===== config.mk =====
export PLATFORM = sky130hd
export DESIGN_NAME = reliable_link
export DESIGN_NICKNAME = d
export VERILOG_FILES = /design/src/rtl/reliable_link.sv
export SDC_FILE = /design/constraint.sdc
export NUM_CORES = 1
export LEC_CHECK = 0
export BUFFER_PORTS_ARGS = -buffer_cell sky130_fd_sc_hd__buf_4
export CAP_MARGIN = 40
export CORE_MARGIN = 5
export CORE_UTILIZATION = 30
export DETAILED_ROUTE_END_ITERATION = 12
export PLACE_DENSITY_LB_ADDON = 0.3
export RECOVER_POWER = 100
export SLEW_MARGIN = 10
export SYNTH_ARGS = -nofsm -noshare
export SYNTH_HDL_FRONTEND = slang
export SYNTH_SLANG_ARGS = --single-unit

===== constraint.sdc =====
create_clock -name clk -period 3.3 [get_ports clk]
set_input_delay 0.825 -clock clk [delete_from_list [all_inputs] [get_ports clk]]
set_output_delay 0.825 -clock clk [all_outputs]
set_load 0.05 [all_outputs]

===== src/rtl/reliable_link.sv =====
module reliable_link #(
  parameter int DEPTH     = 16,
  parameter int TIMEOUT   = 20,
  parameter int MAX_RETRY = 2
) (
  input  logic       clk,
  input  logic       rst_n,
  input  logic       in_valid,
  input  logic [7:0] in_data,
  input  logic       in_last,
  output logic       in_ready,
  output logic       tx_valid,
  output logic [7:0] tx_data,
  output logic       tx_last,
  output logic       tx_seq,
  input  logic       ack_valid,
  input  logic       ack_seq,
  output logic       drop_err,
  input  logic       rx_valid,
  input  logic [7:0] rx_data,
  input  logic       rx_last,
  input  logic       rx_seq,
  output logic       rx_ack,
  output logic       rx_ack_seq
);
  localparam int AW = (DEPTH > 1) ? $clog2(DEPTH) : 1;
  localparam int LW = $clog2(DEPTH + 1);
  localparam int TW = $clog2(TIMEOUT + 1);
  localparam int RW = $clog2(MAX_RETRY + 2);

  typedef enum logic [1:0] {S_LOAD, S_SEND, S_WAIT} state_t;

  state_t        st;
  logic [7:0]    mem [DEPTH];
  logic [LW-1:0] wcnt, len, idx;
  logic [7:0]    sum, csum, rsum;
  logic [TW-1:0] tmr;
  logic [RW-1:0] tries;
  logic          seq, err;
  logic          take, close_in, ack_hit, expire;

  assign in_ready = (st == S_LOAD);
  assign take     = in_ready && in_valid;
  assign close_in = in_last || (wcnt == LW'(DEPTH - 1));
  assign ack_hit  = (st == S_WAIT) && ack_valid && (ack_seq == seq);
  assign expire   = (st == S_WAIT) && (tmr == TW'(TIMEOUT - 1));

  assign tx_valid = (st == S_SEND);
  assign tx_last  = tx_valid && (idx == len);
  assign tx_data  = (idx == len) ? csum : mem[idx[AW-1:0]];
  assign tx_seq   = seq;
  assign drop_err = err;

  always_ff @(posedge clk) begin
    if (take) mem[wcnt[AW-1:0]] <= in_data;
  end

  always_ff @(posedge clk) begin
    if (!rst_n) begin
      st    <= S_LOAD;
      wcnt  <= '0;
      len   <= '0;
      idx   <= '0;
      sum   <= '0;
      csum  <= '0;
      tmr   <= '0;
      tries <= '0;
      seq   <= 1'b0;
      err   <= 1'b0;
    end else begin
      unique case (st)
        S_LOAD: if (in_valid) begin
          if (wcnt == '0) err <= 1'b0;
          if (close_in) begin
            len   <= wcnt + LW'(1);
            csum  <= 8'd0 - 8'(sum + in_data);
            idx   <= '0;
            tries <= '0;
            wcnt  <= '0;
            sum   <= '0;
            st    <= S_SEND;
          end else begin
            wcnt <= wcnt + LW'(1);
            sum  <= 8'(sum + in_data);
          end
        end
        S_SEND: begin
          if (idx == len) begin
            tmr <= '0;
            st  <= S_WAIT;
          end else begin
            idx <= idx + LW'(1);
          end
        end
        S_WAIT: begin
          if (ack_hit) begin
            seq <= ~seq;
            st  <= S_LOAD;
          end else if (expire) begin
            if (tries == RW'(MAX_RETRY)) begin
              seq <= ~seq;
              err <= 1'b1;
              st  <= S_LOAD;
            end else begin
              tries <= tries + RW'(1);
              idx   <= '0;
              st    <= S_SEND;
            end
          end else begin
            tmr <= tmr + TW'(1);
          end
        end
        default: st <= S_LOAD;
      endcase
    end
  end

  always_ff @(posedge clk) begin
    if (!rst_n) begin
      rsum       <= '0;
      rx_ack     <= 1'b0;
      rx_ack_seq <= 1'b0;
    end else begin
      rx_ack <= 1'b0;
      if (rx_valid) begin
        if (rx_last) begin
          rx_ack     <= (8'(rsum + rx_data) == 8'd0);
          rx_ack_seq <= rx_seq;
          rsum       <= '0;
        end else begin
          rsum <= 8'(rsum + rx_data);
        end
      end
    end
  end
endmodule


* Word level (Yosys, flattened, before mapping) *
Memories as Yosys holds them, arrays and structs flattened. A register that Yosys moved wholly into a read port is not among the register bits.
Cells that the tools add are included.

operators by class
  mux-type cells = 41
  bitwise operators = 1
  $add $sub $neg = 7
  equal/unequal tests = 18
  reduce and logical (&&, ||, !) cells = 24

operators by type and width
  kind                   count
  $mux W5                10
  $mux W8                3
  $mux W2                10
  $add A8 B8 Y8          2
  $add A5 B1 Y5 const B  3
  $pmux W5 S3            1
  $ne A2 B2 Y1 const B   6
  $reduce_and A6 Y1      2
  $mux W1                11
  $pmux W5 S2            1
  $reduce_and A3 Y1      3
  $logic_not A8 Y1       1
  $mux W4                2
  $ne A2 B1 Y1 const B   4
  $reduce_and A4 Y1      2
  $reduce_bool A2 Y1     4
  $sub A1 B8 Y8 const A  1
  $reduce_and A7 Y1      1
  $pmux W2 S3            1
  $eq A5 B4 Y1 const B   1
  $eq A5 B5 Y1           1
  $eq A5 B5 Y1 const B   1
  $logic_and A1 B1 Y1    5
  $logic_not A5 Y1       1
  12 further kinds       14

storage, ports and cells
  memories kept = 1
  register bits = 52
  bits in writable memories = 128
  word-level logic and storage cells = 105

memories
  memory  depth  width  read ports  clocked after memory_dff  wr ports  RTL line  source
  mem     16     8      1           1                         1         34        logic [7:0] mem [DEPTH];

* Depth between registers and ports, before layout *
Gate-level depths: netlist of the first run.

  depth in word-level cells = 7
  gate-level depth with buffers = 10
  mapped depth without buffers = 9

* Worst setup path before layout of the first run *
Ideal clock, no wire load.

  path kind = in2reg
  start point = in in_data[0]
  end point = reg csum[7]
  path buffers = 0
  stages = 8
  setup slack = 0.380 ns
  arrival time = 2.859 ns
  setup time = 0.062 ns
  cells stage by stage = ha_1 > fa_1 > a211oi_1 > nor2_1 > xor2_1 > nor3_1 > or4_1 > nand3_1

between the ends
  cells in the longest elaborated chain, start to end = 2

ends and longest elaborated chain
  item                  RTL line  source
  from (decl)           9         input logic [7:0] in_data,
  $add A8 B8 Y8         76        csum <= 8'd0 - 8'(sum + in_data);
  $sub A1 B8 Y8         76
  to (signal assigned)  76
  to (decl)             36        logic [7:0] sum, csum, rsum;

Every way passes these cells.
A chain may end at the register's enable or synchronous reset.

==> results.md, run 1 <==
* Crit start category: flop
* Die Span X at 175.5 µm
* Sw Share at 28.34%
* Clock power frac at 39.4%
* Top FF cell, synth: edfxtp_1
* Peak Freq at 295.9 MHz
* Hold_sp: rx_ack_seq$_SDFFE_PN0P_
* Cells after synthesis at 577
* Final Slew Violations at 34
* Worst Max-Slew Pin Slew at 1.636 ns
* Final hold viol count at 0
* Post-Syn Area at 0.008217 mm²
* Gr usage total at 12.91%
* DRC at 0
* Clock buffer count from CTS at 17
* Largest net degree at the start of global routing at 34
* RSZ-0062 raised after global routing: true
* Met2 Use GR at 20.72%
* First-pass GRT wire length at 30020 µm
* Pwr/cell area at 567.3 mW/mm²
* Share of cells above drive strength 1 at 15.98%
* Clk Latency, worst-skew pair at 0.44 ns
* Core ar. at 0.02695 mm²
* Number of global-route vias before repair at 5062
* Worst Path Required at 2.47 ns
* H-tree depth at 4
* Area contributors post-synth: edfxtp_1 47%, dfxtp_1 14%, mux4_1 7.7%
* Grt ovf at 0
* Initial core utilization at 30.49%
* Hold EP: rx_ack_seq$_SDFFE_PN0P_
* Port bufs at 39
* Post-synth EDFFs at 128
* Sequential share of the synthesized area at 60.42%
* Ys async rst share at 0%
* # rows at 60
* Int Pwr at 3.895 mW
* P&R area growth vs syn at 16.58%
* Placer's final routability congestion estimate at 0.7931
* Dominant cell type by area after synthesis: edfxtp_1
* HP Class: flop to flop
* Final min period at 3.379 ns
* Vias per cell at 5.116
* Clock sinks at 184
* Reg-to-reg critical path startpoint: wcnt[0]$_SDFFE_PN0P_
* Boundary Pins at 40
* Total Power at 5.435 mW
* R2R setup slack at 0.39 ns
* Total via count in the routed design at 5075
* Psw at 1.540 mW
* P_leak at 3.193 nW
* Post-route clock period utilization at 102.4%
* CP arrival at 2.55 ns
* Root Driver: clkbuf_16
* Clock transition at path regs at 0.08 ns
* Clk_skew at 0.01707 ns
* Worst setup margin at -0.07916 ns
* Hpwl dp at 12740 µm
* Post-synth cell types at 58
* Violated checks: max-capacitance violations, max-slew violations, negative setup slack
* Status: complete, but fails checks
* Synth warnings at 0
* Sequential share of power at 46.8%
* R2r worst-path depth at 9
* M3 GR Usage at 2.841%
* Cts hold-fix bufs at 0
* GR Util met1 at 17.85%
* GRT busiest layer: met2
* Detailed-router iteration count before antenna repair at 4
* Critical path type: flop to output pin
* WL final at 19650 µm
* Max Cap Viol at 1
* Syn_nets at 627
* Hold WS at 0.4635 ns
* Clock buffer depth at 2
* Post-synth top area share at 46.78%
* Slew headroom at -9.067%
* Die Area at 0.03080 mm²
* CP endpoint kind: output pin
* Nets at 688
* N_diodes at 0
* ANT nets after route at 0
* CTS tree: built
* Syn_area_per_cell at 14.24 µm²
* Synth Register Bits at 184
* WHS Path Cells at 2
* Crit-path max FO at 8
* Wirelength per Cell at 19.81 µm
* Die Span Y at 175.5 µm
* Final setup fails at 7
* Combinational share of power at 13.8%
* 1st-iter DRT viols at 521
* Initial antenna violation count at 1
* Worst VDD drop at 0.3372 mV
## final cells by class
| cell class | instances | area (µm²) |
|---|---|---|
| clock inverters | 15 | 209.0 |
| well taps | 341 | 426.7 |
| clock buffers | 17 | 425.4 |
| fillers | 2576 | 17370 |
| flip-flops and latches | 184 | 4969 |
| repair buffers | 66 | 488.0 |
| inverters | 20 | 75.07 |
| multi-input cells | 349 | 2987 |
## synthesized netlist by cell type, drive strengths merged (4+ instances only)
master     n
nor2      57
nand3b     6
and2       4
inv       20
a211oi     8
dfxtp     56
a22oi      4
mux2       8
nand2b     8
o21ai     13
edfxtp   128
a21oi     36
ha        23
nor2b      4
nand2     33
o2111ai    5
nor3      15
o31ai      4
xor2      11
buf        9
mux4      40
nand3     14
clkbuf    15
xnor2     16
## metal layers
metal | up-vias | wire length, µm | share of wire (%)
li1 | 2338 | - | -
met1 | 2565 | 8949 | 46
met2 | 151 | 9423 | 48
met3 | 19 | 1053 | 5.4
met4 | 2 | 206 | 1.0
met5 | - | 20 | 0.10
## sequential cells by signal, indices dropped and copies added, names as in the netlist, named ones only
register,flops
mem,128
csum,8
rsum,8
sum,8
idx,5
len,5
tmr,5
wcnt,5
st,2
tries,2
drop_err,1
rx_ack,1
rx_ack_seq,1
tx_seq,1
## cells by family (layout without fill, tap and decap cells)
family | Yosys count | in the layout | share of synthesized area [%]
buffers and inverters | 44 | 118 | 2.634
flip-flops | 184 | 184 | 60.42
AO/OA/AOI/OAI | 87 | 87 | 6.776
multiplexers | 51 | 51 | 13.89
AND/OR/NAND/NOR | 159 | 159 | 9.411
adder cells (fa/ha/maj) | 25 | 25 | 3.990
XOR/XNOR | 27 | 27 | 2.878
## power groups by stage
stage | clock network, mW | registers [mW] | logic, mW
finish | 2.14 | 2.54 | 0.752
global route | 2.28 | 2.55 | 0.809
CTS | 2.17 | 2.54 | 0.778
detailed placement | 0 | 2.59 | 0.704
global placement | 0 | 2.59 | 0.693
floorplan | 0 | 2.58 | 0.511
## metrics by stage
stage,cell area [µm²],setup TNS [ns],setup slack [ns],utilization (%),instances
finish,9579,-0.4899,-0.07916,35.54,992
global route,9579,-1.091,-0.1694,35.54,992
CTS,9764,-0.8289,-0.1122,36.23,993
detailed placement,8994,0,0.1989,33.37,956
global placement,8994,0,0.2190,33.37,956
floorplan,8217,0,0.3796,-,577
## worst max-delay path: stages, from the launching register on
cell	delay, ns
dfxtp_4	0.41
buf_12	0.13
buf_16	0.14
mux4_2	0.52
mux4_2	0.48
mux2_4	0.29
buf_6	0.16
## cells in the final DEF, fill, tap and decap left out, types with 11 or more instances in the layout
cell,instances
a21oi_1,35
buf_4,15
clkbuf_1,36
clkbuf_16,17
dfxtp_1,55
edfxtp_1,128
ha_1,23
inv_1,20
mux4_1,12
mux4_2,28
nand2_1,33
nand3_1,14
nor2_1,56
nor3_1,15
o21ai_0,12
xnor2_1,16
xor2_1,11
## worst max path at each step
stage / from / cells after the start / slack [ns] / endpoint
2_1_floorplan: in_data[0] / 8 / 0.38 / csum[7]$_SDFFE_PN0P_
5_1_grt: flop / 6 / -0.17 / tx_data[4]
3_3_place_gp: in_data[0] / 9 / 0.22 / csum[7]$_SDFFE_PN0P_
4_1_cts: flop / 6 / -0.11 / tx_data[6]
3_5_place_dp: in_data[0] / 9 / 0.20 / csum[7]$_SDFFE_PN0P_
6_report: flop / 6 / -0.08 / tx_data[4]
## timing repair
item | CTS | global route
setup buffers | 2 | 0
cloned | 3 | 0
gates resized for setup | 19 | 7
endpoints found under the setup margin | 8 | 8
No activity file was read; power rests on OpenSTA's default activity.
==> run 2, diff against run 1 <==
--- a/config.mk
+++ b/config.mk
@@ -6,12 +6,11 @@
 export NUM_CORES = 1
 export LEC_CHECK = 0
 export BUFFER_PORTS_ARGS = -buffer_cell sky130_fd_sc_hd__buf_4
-export CAP_MARGIN = 40
+export CAP_MARGIN = 20
 export CORE_MARGIN = 5
 export CORE_UTILIZATION = 30
 export DETAILED_ROUTE_END_ITERATION = 12
 export PLACE_DENSITY_LB_ADDON = 0.3
-export RECOVER_POWER = 100
 export SLEW_MARGIN = 10
 export SYNTH_ARGS = -nofsm -noshare
 export SYNTH_HDL_FRONTEND = slang
==> results.md, run 2 (synthesis gave the netlist of run 1 again) <==
* # rows at 60 (unchanged)
* Worst setup margin at -0.08186 ns (-0.002696 ns)
* Slew headroom at 57.22% (+66 points)
* Critical path type: flop to output pin
* 1st-iter DRT viols at 478 (-8.3%)
* Met2 Use GR at 20.72% (unchanged)
* First-pass GRT wire length at 30020 µm (unchanged)
* Final instance area at 0.009718 mm² (+1.4%)
* Pwr/cell area at 560.7 mW/mm² (-1.2%)
* Largest net degree at the start of global routing at 34 (unchanged)
* Dpl cells at 956 (unchanged)
* ANT nets after route at 0 (unchanged)
* Crit-path max FO at 8 (unchanged)
* P&R area growth vs syn at 18.27%
* Clock buffer depth at 2 (unchanged)
* Final Slew Violations at 0 (-100%)
* Hold WS at 0.4643 ns (+0.0007900 ns)
* Port bufs at 39 (unchanged)
* Max FFs per register at 128 (unchanged)
* Peak Freq at 295.7 MHz (about the same)
* Placer's final routability congestion estimate at 0.7931 (unchanged)
* CP endpoint kind: output pin
* N_diodes at 0 (unchanged)
* Final setup fails at 7 (unchanged)
* Commonest non-fill, non-tap cell in the layout: edfxtp_1
* Post-route core utilization at 36.06% (+0.52 points)
* Worst VDD drop at 0.3362 mV (-0.30%)
* Total via count in the routed design at 5053 (-0.43%)
* Core ar. at 0.02695 mm² (unchanged)
* P_leak at 3.341 nW (+4.6%)
* Clk_skew at 0.01548 ns (-0.001587 ns)
* Most Frequent Cell on Critical Path: mux4_2
* Detailed-router iteration count before antenna repair at 4 (unchanged)
* Die Area at 0.03080 mm² (unchanged)
* Final min period at 3.382 ns (+0.002696 ns)
* Violated checks: negative setup slack
* GRT busiest layer: met2
* M3 GR Usage at 2.841% (unchanged)
* Final Non-Filler Cells at 992 (unchanged)
* Grt ovf at 0 (unchanged)
* Crit start category: flop
* Filler instances at 2533 (-1.7%)
* GR Util met1 at 17.85% (unchanged)
* Nets at 688 (unchanged)
* WL final at 19640 µm (about the same)
* DRC at 0 (unchanged)
* Hpwl dp at 12740 µm (unchanged)
* Worst Path Required at 2.47 ns (about the same)
* Gr usage total at 12.91% (unchanged)
* H-tree depth at 4 (unchanged)
* Critical Path, Cell by Cell: buf_12 > buf_16 > mux4_2 > mux4_2 > mux2_4 > buf_8
* HP Class: flop to flop
* Clock transition at path regs at 0.08 ns (about the same)
* Share of cells above drive strength 1 at 21.81% (+5.8 points)
* Wirelength per Cell at 19.79 µm (about the same)
* Number of global-route vias before repair at 5062 (unchanged)
* Pre-CTS setup slack at 0.1989 ns (unchanged)
* Placed cell area at 0.008994 mm² (unchanged)
* Status: complete, but fails checks
* Max incr delay on CP at 0.51 ns (about the same)
* Cts hold-fix bufs at 0 (unchanged)
* Slowest cell on the critical path: mux4_2
* Most frequent cells in the layout: 128 x edfxtp_1, 56 x nor2_1, 55 x dfxtp_1, 52 x buf_4, 34 x a21oi_1
* Initial core utilization at 30.49% (unchanged)
* Die Span Y at 175.5 µm (unchanged)
* Final hold viol count at 0 (unchanged)
* Initial antenna violation count at 1 (unchanged)
* Worst Max-Slew Pin Slew at 0.6416 ns (-0.9944 ns)
* CTS tree: built
* Boundary Pins at 40 (unchanged)
* Post-route clock period utilization at 102.5% (about the same)
* Clock buffer count from CTS at 17 (unchanged)
* Clk Latency, worst-skew pair at 0.44 ns (about the same)
* Die Span X at 175.5 µm (unchanged)
* Vias per cell at 5.094 (-0.43%)
* RSZ-0062 raised after global routing: true
* CP arrival at 2.56 ns (about the same)
* Root Driver: clkbuf_16
* Max Cap Viol at 0 (-1)
* Clock sinks at 184 (unchanged)
## run 2: what timing repair did
item | CTS | global route
buffers inserted | 2 | 0
resized for setup | 19 | 7
cloned | 3 | 0
endpoints found under the hold margin | 0 | 0
endpoints found under the setup margin | 8 | 8
## run 2: path summary, 6_finish.rpt
| check | startpoint | endpoint | slack [ns] | depth (start not counted) |
|---|---|---|---|---|
| worst min register to register | rx_ack_seq$_SDFFE_PN0P_ | rx_ack_seq$_SDFFE_PN0P_ | 0.46 | 2 |
| worst max register to register | wcnt[0]$_SDFFE_PN0P_ | flop | 0.76 | 9 |
| worst max-delay path | flop | tx_data[3] | -0.08 | 6 |
| worst min-delay path | rx_ack_seq$_SDFFE_PN0P_ | rx_ack_seq$_SDFFE_PN0P_ | 0.46 | 2 |
## run 2: report_power, final
group / internal, mW / switching [mW]
Combinational: 0.339 / 0.429
Clock: 1.06 / 1.08
Sequential: 2.51 / 0.0338
## run 2: critical path, delay by kind of cell (launching register included)
kind	cells	cell delay, ns
muxes	3	1.29
buffers and inverters	3	0.42
DFF	1	0.41
## run 2: metrics by stage
step                      total power, mW  TNS (ns)
final                               5.449   -0.5007
after global routing                5.650    -1.062
after CTS                           5.495   -0.8289
after detailed placement            3.295         0
after global placement              3.283         0
after floorplan                     3.093         0
## run 2: final cells by class
class | instances | area [µm²] | area share, %
sequential | 184 | 4969 | 51.13
multi-input combinational | 349 | 2990 | 30.77
timing repair buffer | 66 | 623.1 | 6.412
tap | 341 | 426.7 | 4.390
clock buffer | 17 | 425.4 | 4.377
clock inverter | 15 | 209.0 | 2.150
inverter | 20 | 75.07 | 0.7725
## run 2: per-layer routing
metal,part of all wire [%],vias up
met3,5.3,17
met5,0.10,-
li1,-,2338
met1,46,2551
met4,1.1,2
met2,48,145
